## src/rtl/vsl_pkg.sv

```systemverilog
package vsl_pkg;
  typedef enum logic {
    PATH_SYSTEM = 1'b0,
    PATH_SCAN   = 1'b1
  } path_e;

  localparam int NUM_COPIES = 2;
  localparam int COPY_A     = 0;
  localparam int COPY_B     = 1;
endpackage

```

## src/rtl/vsl_ctrl.sv

```systemverilog
module vsl_ctrl
  import vsl_pkg::*;
(
  input  logic  clk,
  input  logic  rst_n,
  input  logic  scan_mode,
  input  logic  sys_pulse,
  input  logic  strobe_a,
  input  logic  strobe_b,
  output path_e path,
  output logic  load_a,
  output logic  load_b,
  output logic  conflict
);
  logic conflict_nxt;

  always_comb begin
    path   = scan_mode ? PATH_SCAN : PATH_SYSTEM;
    load_a = 1'b0;
    load_b = 1'b0;
    case (path)
      PATH_SCAN: begin
        load_a = strobe_a;
        load_b = strobe_b;
      end
      default: begin
        load_a = sys_pulse;
        load_b = sys_pulse;
      end
    endcase
    conflict_nxt = sys_pulse & (strobe_a | strobe_b);
  end

  always_ff @(posedge clk or negedge rst_n) begin
    if (!rst_n) conflict <= 1'b0;
    else        conflict <= conflict_nxt;
  end


  conflict_set_chk: assert property (@(posedge clk) disable iff (!rst_n)
    (sys_pulse && (strobe_a || strobe_b)) |=> conflict);

  conflict_cause_chk: assert property (@(posedge clk) disable iff (!rst_n)
    conflict |-> $past(sys_pulse && (strobe_a || strobe_b)));
endmodule

```

## src/rtl/vsl_copy.sv

```systemverilog
module vsl_copy #(
  parameter int WIDTH = 8
) (
  input  logic             clk,
  input  logic             rst_n,
  input  logic             load,
  input  logic [WIDTH-1:0] din,
  input  logic [WIDTH-1:0] flip,
  output logic [WIDTH-1:0] state
);
  logic [WIDTH-1:0] state_nxt;

  always_comb begin
    if (load) state_nxt = din;
    else      state_nxt = state ^ flip;
  end

  always_ff @(posedge clk or negedge rst_n) begin
    if (!rst_n) state <= '0;
    else        state <= state_nxt;
  end


  copy_hold_chk: assert property (@(posedge clk) disable iff (!rst_n)
    (!load && (flip == '0)) |=> $stable(state));

  copy_load_wins_chk: assert property (@(posedge clk) disable iff (!rst_n)
    load |=> (state == $past(din)));
endmodule

```

## src/rtl/vsl_celem.sv

```systemverilog
module vsl_celem #(
  parameter int WIDTH = 8
) (
  input  logic             clk,
  input  logic             rst_n,
  input  logic [WIDTH-1:0] a,
  input  logic [WIDTH-1:0] b,
  output logic [WIDTH-1:0] q
);
  logic [WIDTH-1:0] hold;

  for (genvar i = 0; i < WIDTH; i++) begin : g_bit
    logic agree;
    always_comb begin
      agree = (a[i] == b[i]);
      q[i]  = agree ? a[i] : hold[i];
    end


    vote_freeze_chk: assert property (@(posedge clk) disable iff (!rst_n)
      ((a[i] != b[i]) && $past(a[i] != b[i])) |-> (q[i] == $past(q[i])));
  end

  always_ff @(posedge clk or negedge rst_n) begin
    if (!rst_n) hold <= '0;
    else        hold <= q;
  end
endmodule

```

## src/rtl/vsl_top.sv

```systemverilog
module vsl_top
  import vsl_pkg::*;
#(
  parameter int WIDTH = 8
) (
  input  logic             clk,
  input  logic             rst_n,
  input  logic             scan_mode,
  input  logic             sys_pulse,
  input  logic             scan_in,
  input  logic             strobe_a,
  input  logic             strobe_b,
  input  logic [WIDTH-1:0] sys_d,
  input  logic [WIDTH-1:0] upset_a,
  input  logic [WIDTH-1:0] upset_b,
  output logic [WIDTH-1:0] q,
  output logic             scan_out,
  output logic             clk_conflict
);
  localparam int MSB = WIDTH - 1;

  logic [1:0]       rst_pipe;
  logic             rst_int_n;
  path_e            path;
  logic             load [NUM_COPIES];
  logic [WIDTH-1:0] din  [NUM_COPIES];
  logic [WIDTH-1:0] flip [NUM_COPIES];
  logic [WIDTH-1:0] st   [NUM_COPIES];
  logic [WIDTH-1:0] chain;

  always_ff @(posedge clk or negedge rst_n) begin
    if (!rst_n) rst_pipe <= 2'b00;
    else        rst_pipe <= {rst_pipe[0], 1'b1};
  end
  assign rst_int_n = rst_pipe[1];

  vsl_ctrl u_ctrl (
    .clk       (clk),
    .rst_n     (rst_int_n),
    .scan_mode (scan_mode),
    .sys_pulse (sys_pulse),
    .strobe_a  (strobe_a),
    .strobe_b  (strobe_b),
    .path      (path),
    .load_a    (load[COPY_A]),
    .load_b    (load[COPY_B]),
    .conflict  (clk_conflict)
  );

  if (WIDTH > 1) begin : g_chain_wide
    assign chain = {st[COPY_B][WIDTH-2:0], scan_in};
  end else begin : g_chain_single
    assign chain = scan_in;
  end

  always_comb begin
    flip[COPY_A] = upset_a;
    flip[COPY_B] = upset_b;
    if (path == PATH_SCAN) begin
      din[COPY_A] = chain;
      din[COPY_B] = st[COPY_A];
    end else begin
      din[COPY_A] = sys_d;
      din[COPY_B] = sys_d;
    end
  end

  for (genvar c = 0; c < NUM_COPIES; c++) begin : g_copy
    vsl_copy #(.WIDTH(WIDTH)) u_copy (
      .clk   (clk),
      .rst_n (rst_int_n),
      .load  (load[c]),
      .din   (din[c]),
      .flip  (flip[c]),
      .state (st[c])
    );
  end

  vsl_celem #(.WIDTH(WIDTH)) u_vote (
    .clk   (clk),
    .rst_n (rst_int_n),
    .a     (st[COPY_A]),
    .b     (st[COPY_B]),
    .q     (q)
  );

  assign scan_out = st[COPY_B][MSB];


  sys_capture_chk: assert property (@(posedge clk) disable iff (!rst_int_n)
    (sys_pulse && !scan_mode && (upset_a == '0) && (upset_b == '0))
      |=> (q == $past(sys_d)));

  scan_isolated_chk: assert property (@(posedge clk) disable iff (!rst_int_n)
    (!scan_mode && !sys_pulse && (upset_b == '0)) |=> $stable(scan_out));

  pulse_ignored_chk: assert property (@(posedge clk) disable iff (!rst_int_n)
    (scan_mode && !strobe_a && !strobe_b && (upset_a == '0) && (upset_b == '0))
      |=> $stable(q));

  slave_shift_chk: assert property (@(posedge clk) disable iff (!rst_int_n)
    (scan_mode && strobe_b && !upset_b[MSB])
      |=> (scan_out == $past(st[COPY_A][MSB])));
endmodule

```

## config.mk

```make
export PLATFORM = sky130hd
export DESIGN_NAME = vsl_top
export DESIGN_NICKNAME = d
export VERILOG_FILES = /design/src/rtl/vsl_pkg.sv /design/src/rtl/vsl_ctrl.sv /design/src/rtl/vsl_copy.sv /design/src/rtl/vsl_celem.sv /design/src/rtl/vsl_top.sv
export SDC_FILE = /design/constraint.sdc
export NUM_CORES = 1
export LEC_CHECK = 0
export BUFFER_PORTS_ARGS = -buffer_cell sky130_fd_sc_hd__clkbuf_2
export CORE_MARGIN = 2
export CORE_UTILIZATION = 55
export CTS_BUF_LIST = sky130_fd_sc_hd__clkbuf_4 sky130_fd_sc_hd__clkbuf_8
export CTS_CLUSTER_DIAMETER = 200
export CTS_CLUSTER_SIZE = 16
export DETAILED_ROUTE_END_ITERATION = 8
export PLACE_DENSITY = 0.85
export SETUP_SLACK_MARGIN = 0.5
export SKIP_LAST_GASP = 1
export SLEW_MARGIN = 20
export SYNTH_ARGS = -nofsm -noshare
export SYNTH_HDL_FRONTEND = slang
export SYNTH_HIERARCHICAL = 1
export SYNTH_SLANG_ARGS = --single-unit
```

## constraint.sdc

```tcl
create_clock -name clk -period 1.3 [get_ports clk]
set_input_delay 0.065 -clock clk [delete_from_list [all_inputs] [get_ports clk]]
set_output_delay 0.065 -clock clk [all_outputs]
set_load 0.01 [all_outputs]
```

==> results of run 1 <==
final cells by class:
type / count / area, um^2
Multi-Input combinational cell: 76 / 691
Fill cell: 105 / 325
Clock buffer: 4 / 30.0
Timing Repair Buffer: 85 / 649
Tap cell: 30 / 37.5
Sequential cell: 27 / 677
what timing repair did:
item,in CTS,in global routing
endpoints found under the hold margin,5,2
buffers inserted,23,12
gates resized for setup,21,29
endpoints found under the setup margin,33,34
pin swaps,3,3
hold buffers,6,2
gates cloned,0,0
flip-flops by register name (all words and copies together) (netlist names):
name                 count
g_copy.u_copy/state     16
u_vote/hold              8
rst_pipe                 2
u_ctrl/conflict          1
per-layer routing:
layer,global-route usage [%],part of all wire (%)
met3,3.89,6.2
met5,0,0
met4,9.40,3.0
met2,40.4,50
met1,30.8,40
power groups by stage:
| stage | clock (mW) | sequential (mW) | combinational [mW] |
|---|---|---|---|
| final | 0.394 | 1.19 | 1.44 |
| after global routing | 0.431 | 1.22 | 1.50 |
| after CTS | 0.390 | 1.18 | 1.06 |
| after detailed placement | 0 | 1.24 | 0.697 |
| after global placement | 0 | 1.22 | 0.676 |
| after floorplan | 0 | 1.20 | 0.509 |
through the flow:
stage          worst slack (ps)  hold slack [ps]
3_5_place_dp                239             -147
4_1_cts                    16.0             3.86
2_1_floorplan               374             -231
6_report                  -9.05             20.1
3_3_place_gp                304             -149
5_1_grt                   -41.8             4.13
worst reg2reg max path: stages (launching register included):
cell     delay, ps
dfrtp_1        420
buf_4          140
buf_6          110
buf_6          110
mux2_4         260
nand2_1         60
o21ai_1         70
worst max path at each step:
stage,startpoint,endpoint,slack (ps)
after floorplan,scan_mode,g_copy[1].u_copy/state[5]$_DFF_PN0_,370
after global placement,scan_mode,g_copy[1].u_copy/state[2]$_DFF_PN0_,300
after detailed placement,scan_mode,g_copy[1].u_copy/state[1]$_DFF_PN0_,240
after CTS,g_copy[1].u_copy/state[4]$_DFF_PN0_,q[4],20
after global routing,g_copy[0].u_copy/state[6]$_DFF_PN0_,q[6],-40
final,g_copy[0].u_copy/state[0]$_DFF_PN0_,q[0],-9
cell usage in the layout (no fill, tap or decap):
cell type / n
conb_1: 1
o21ai_2: 6
dfrtp_1: 26
o21a_1: 1
o21ai_1: 10
mux2_2: 5
nand2_1: 8
xnor2_1: 14
clkbuf_2: 38
maj3_2: 8
mux2_4: 13
clkbuf_4: 4
dlygate4sd3_1: 8
nand2_2: 8
buf_4: 16
dfrtp_2: 1
xnor2_2: 2
buf_6: 23
logic make-up after synthesis:
logic type               count (synthesis)  share of synthesized area, %
AND/OR/NAND/NOR                         16                          4.42
multiplexers                            18                          17.7
other                                    1                         0.276
flip-flops                              27                          49.7
buffers and inverters                    5                          4.51
XOR/XNOR                                16                          10.3
adder cells (fa/ha/maj)                  8                          6.63
AO/OA/AOI/OAI                           17                          6.45
==> results.md, run 1 <==
* Clock sink total at 27
* Switching share of power at 32.3%
* FF-to-FF End: g_copy[1].u_copy/state[3]$_DFF_PN0_
* Initial antenna violation count at 0
* Die X at between 50 and 60 um
* Syn_nets at roughly 140
* Net Switching at slightly below 1 mW
* CTS tree: done
* Die H at 53.7 um
* Crit path largest cell delay at 440 ps
* Top-count cell post-synth: dfrtp_1
* Drt first pass iters at 4
* Gr ovfl total at 0
* Clock Tree Root: clkbuf_4
* P&R area growth vs syn at 53.4%
* Share of the synthesized area in the top cell type at around 50%
* Fin crit share at 101%
* Post-route antenna net violation count at 0
* RSZ-0062 raised after global routing: true
* Starting DRT DRC Count at 18
* Initial Util at 56.4%
* CP Launch Type: flop
* Core area at roughly 0.0024 mm^2
* Clk Latency, worst-skew pair at 340 ps
* WP depth at 2
* Setup TNS at -9.05 ps
* Reg2Reg Depth at 6
* Crit path DAT at 1240 ps
* IO Port Bufs at 40
* Hold Path Depth at 3
* Hold EP: g_copy[1].u_copy/state[7]$_DFF_PN0_
* Sequential area share after synthesis at approximately half
* GRT Total Usage at 24.0%
* DPL Wire Length at 1.85 mm
* Failing checks: negative setup slack
* Power, Total at 3.03 mW
* Die footprint at 0.00288 mm^2
* Largest delay contributor family on the critical path: flip-flops
* Final-report setup violation count at 1
* Global-route wire length before repair at 4.88 mm
* Final core utilization at between 80 and 90%
* DP Area at 0.00155 mm^2
* DRC violations left at 0
* Cells after Synth at around 110
* Critical path class: flop to output pin
* Clock period minus worst slack at 1310 ps
* Nets@finish at approximately 220
* Largest net degree at the start of global routing at 26
* Synth Register Bits at 27
* Max Root-Sink Buffers at 2
* I/O pins at about 40
* Final Max Tran Viols at 0
* Post-synth top flop: dfrtp_1
* Clock power frac at about an eighth
* P_leak at slightly above 1 nW
* Largest fanout on the critical path at 2
* Total number of vias at 1,208
* WL final at around 4.4 mm
* WP buf/inv at 1
* Worst VDD drop at 1.16 mV
* Gate power share at between 40 and 50%
* Syn_area_per_cell at around 13 um^2
* Worst reg2reg path startpoint: g_copy[0].u_copy/state[3]$_DFF_PN0_
* Synth unique cells at 12
* Layout cells sized above 1 at 64.6%
* # rows at 18
* Vias in the first global route at approximately 1,100
* Crit. End Element: output pin
* Worst hold path class: primary input to flop
* Clock transition at path regs at 150 ps
* GPL Wtd Cong at ~0.73
* Synth Warn # at 6
* Worst slew margin at 63.7%
* DR vias/cell at 5.44
* Cell taking the most area after synthesis: dfrtp_1
* Commonest cells post-synth: dfrtp_1, nand2_1, o21ai_0, xnor2_1, mux2_4
* Crit-path cells: maj3_2, clkbuf_2
* Worst Path Required at between 1000 and 1500 ps
* Reg power frac at between 30% and 40%
* Worst Max-Slew Pin Slew at 545 ps
* Setup slack after layout at -9.05 ps
* Drt wl/cell at 19.8 um
* Slowest-stage cell, CP: dfrtp_1
* H-tree lvl count at 1
* Final hold violation count at 0
* Worst reg-to-reg setup slack at 20 ps
* Achievable frequency at ~0.76 GHz
* Final Skew at 14.4 ps
* HP Start: upset_b[7]
* Synthesized cell area at ~0.0014 mm^2
* Num CTS Buffers at 3
* Dpl cells at 175
* Post-route insts no fill at 222
* EDFF count, synth at 0
* Pint at between 2 and 2.5 mW
* # diodes at 0
* Largest cells by area after synthesis: dfrtp_1, mux2_4, xnor2_1, maj3_2, mux2_2
* Ys async rst share at between 90% and 100%
* Pwr Density at between 1000 and 1500 mW/mm^2
* Outcome: finished with violations
* Final instance area at 0.00208 mm^2
* Number of max-cap violations at 0
(Power assumes the default switching activity.)
==> run 2: changes to the inputs <==
CORE_UTILIZATION = 47   (was 55)
PLACE_DENSITY = 0.77   (was 0.85)
clock period = 1.1 ns   (was 1.3 ns; I/O delays follow)
==> run 2 against run 1 <==
Net effect:
- the run ends with negative hold slack, negative setup slack left
- combinational power is 15% higher
- total power rose by 15%
- sequential power is 18% higher
- count of clock-buffer cells in the layout decreased by 1
- utilization shrank 12 points
- critical path depth did not move
- critical endpoint unchanged
- largest power group unchanged
- highest routed layer unchanged
==> results.md, run 2 (synthesized netlist as in run 1, its figures left out) <==
* Max reg flops at 16
* Die H at approximately 58 um
* Post-route antenna net violation count at 0
* Final-report setup violation count at 20
* Max Root-Sink Buffers at 2
* Worst hold path class: primary input to flop
* # rows at 19
* H-tree lvl count at 1
* Number of max-cap violations at 0
* I/O pins at 41
* Reg power frac at 40.2%
* # diodes at 0
* Clock sink total at 27
* Clock Tree Root: clkbuf_4
* Hold Worst Slack at -66.8 ps
* Clock period minus worst slack at 1270 ps
* CTS tree: done
* Final Skew at 12.8 ps
* Largest regs: g_copy.u_copy/state (16), u_vote/hold (8), rst_pipe (2)
* Failing checks: negative hold slack, negative setup slack
* Pwr Density at between 1500 and 2000 mW/mm^2
* Layout cells sized above 1 at between 60 and 70%
* Final hold violation count at 5
* Final core utilization at 74.7%
* GPL Wtd Cong at slightly below 0.7
* Global-route wire length before repair at 4.92 mm
* Layout filler cell count at 193
* IO Port Bufs at 40
* Core area at 0.00276 mm^2
* Gr ovfl total at 0
* RSZ-0062 raised after global routing: true
* Total number of vias at around 1,100
* Num CTS Buffers at 3
* DPL Wire Length at 1.88 mm
* Initial antenna violation count at 0
* Clk Latency, worst-skew pair at 330 ps
* Dpl cells at 176
* Die X at 57.8 um
* Clock transition at path regs at 150 ps
* Switching share of power at 29.7%
* Final Max Tran Viols at 0
* Achievable frequency at between 0.7 and 0.8 GHz
* Commonest non-fill, non-tap cell in the layout: clkbuf_2
* Vias in the first global route at 1,099
* Nets@finish at 221
* Starting DRT DRC Count at 14
* Net Switching at 1.03 mW
* DRC violations left at 0
* Commonest cells after routing, fill and taps aside: clkbuf_2, buf_6, dfrtp_1, mux2_4, o21ai_1
* Die footprint at 0.00334 mm^2
* Worst Path Required at 1040 ps
* Clock power frac at 12.4%
* P_leak at 1.03 nW
* Crit-path cells: maj3_2, clkbuf_2
* Setup slack after layout at -171 ps
* Crit. End Element: output pin
* GRT Total Usage at 19.3%
* DR vias/cell at 5.05
* WL final at roughly 3.1 mm
* P&R area growth vs syn at 51.6%
* Crit path DAT at 1220 ps
* Drt first pass iters at 4
* Initial Util at 49.3%
* Slowest-stage cell, CP: dfrtp_1
* Pint at 2.44 mW
* CP Launch Type: flop
* Crit path largest cell delay at 430 ps
* Critical path class: flop to output pin
* Fin crit share at 116%
* Drt wl/cell at between 10 and 15 um
* Largest register by flop count: g_copy.u_copy/state
* Largest net degree at the start of global routing at 26
* Post-route insts no fill at 220
* Largest fanout on the critical path at 2
* Outcome: finished with violations
* Worst VDD drop at 1.65 mV
* Gate power share at 47.4%
-- run 2: layout make-up --
type	count	area, um^2	area share [%]
Multi-Input combinational cell	76	686	33.3
Clock buffer	3	22.5	1.09
Tap cell	31	38.8	1.88
Clock inverter	1	5.00	0.243
Timing Repair Buffer	82	628	30.5
Sequential cell	27	679	33.0
-- run 2: power groups by stage --
stage,clock network (mW),logic (mW),registers (mW)
floorplan,0,0.601,1.41
global placement,0,0.803,1.45
detailed placement,0,0.821,1.46
CTS,0.452,1.35,1.39
global route,0.482,1.75,1.43
finish,0.433,1.65,1.40
-- run 2: worst paths after layout --
path,startpoint,endpoint,slack [ps],depth (start not counted)
max reg2reg,g_copy[1].u_copy/state[1]$_DFF_PN0_,g_copy[0].u_copy/state[2]$_DFF_PN0_,-140,6
max in group asynchronous,rst_pipe[1]$_DFF_PN0_,g_copy[1].u_copy/state[6]$_DFF_PN0_,590,0
min reg2reg,rst_pipe[1]$_DFF_PN0_,g_copy[0].u_copy/state[1]$_DFF_PN0_,240,0
min,strobe_a,u_ctrl/conflict$_DFF_PN0_,-70,2
max,g_copy[0].u_copy/state[0]$_DFF_PN0_,q[0],-170,2
min in group asynchronous,rst_n,rst_pipe[1]$_DFF_PN0_,10,2
-- run 2: routing by layer --
metal,share of wire [%],global-route usage (%),vias up
met5,0,0,-
met4,1.4,4.98,0
met3,3.9,4.02,6
met2,53,34.4,28
met1,42,23.7,554
li1,-,-,522
-- run 2: worst max-delay path, delay by kind of cell, from the launching register on --
family	cells	cell delay, ps
buffers and inverters	1	130
adder cells (fa/ha/maj)	1	320
flip-flops	1	430
-- run 2: per-stage QoR --
stage / total power, mW / TNS [ps] / area, um^2 / hold slack [ps] / setup slack (ps)
6_report: 3.48 / -1720 / 2060 / -66.8 / -171
5_1_grt: 3.67 / -2580 / 2060 / -66.3 / -220
4_1_cts: 3.20 / -1500 / 1880 / -74.3 / -181
3_3_place_gp: 2.25 / 0 / 1550 / -159 / 135
3_5_place_dp: 2.28 / 0 / 1550 / -159 / 101
2_1_floorplan: 2.01 / 0 / 1360 / -241 / 184
-- run 2: repair_timing --
| item | 4_1_cts | 5_1_grt |
|---|---|---|
| resized for setup | 26 | 26 |
| endpoints found under the hold margin | 13 | 10 |
| setup endpoints to repair | 59 | 34 |
| buffers inserted | 27 | 11 |
| pin swaps | 5 | 4 |
| hold buffers | 1 | 1 |
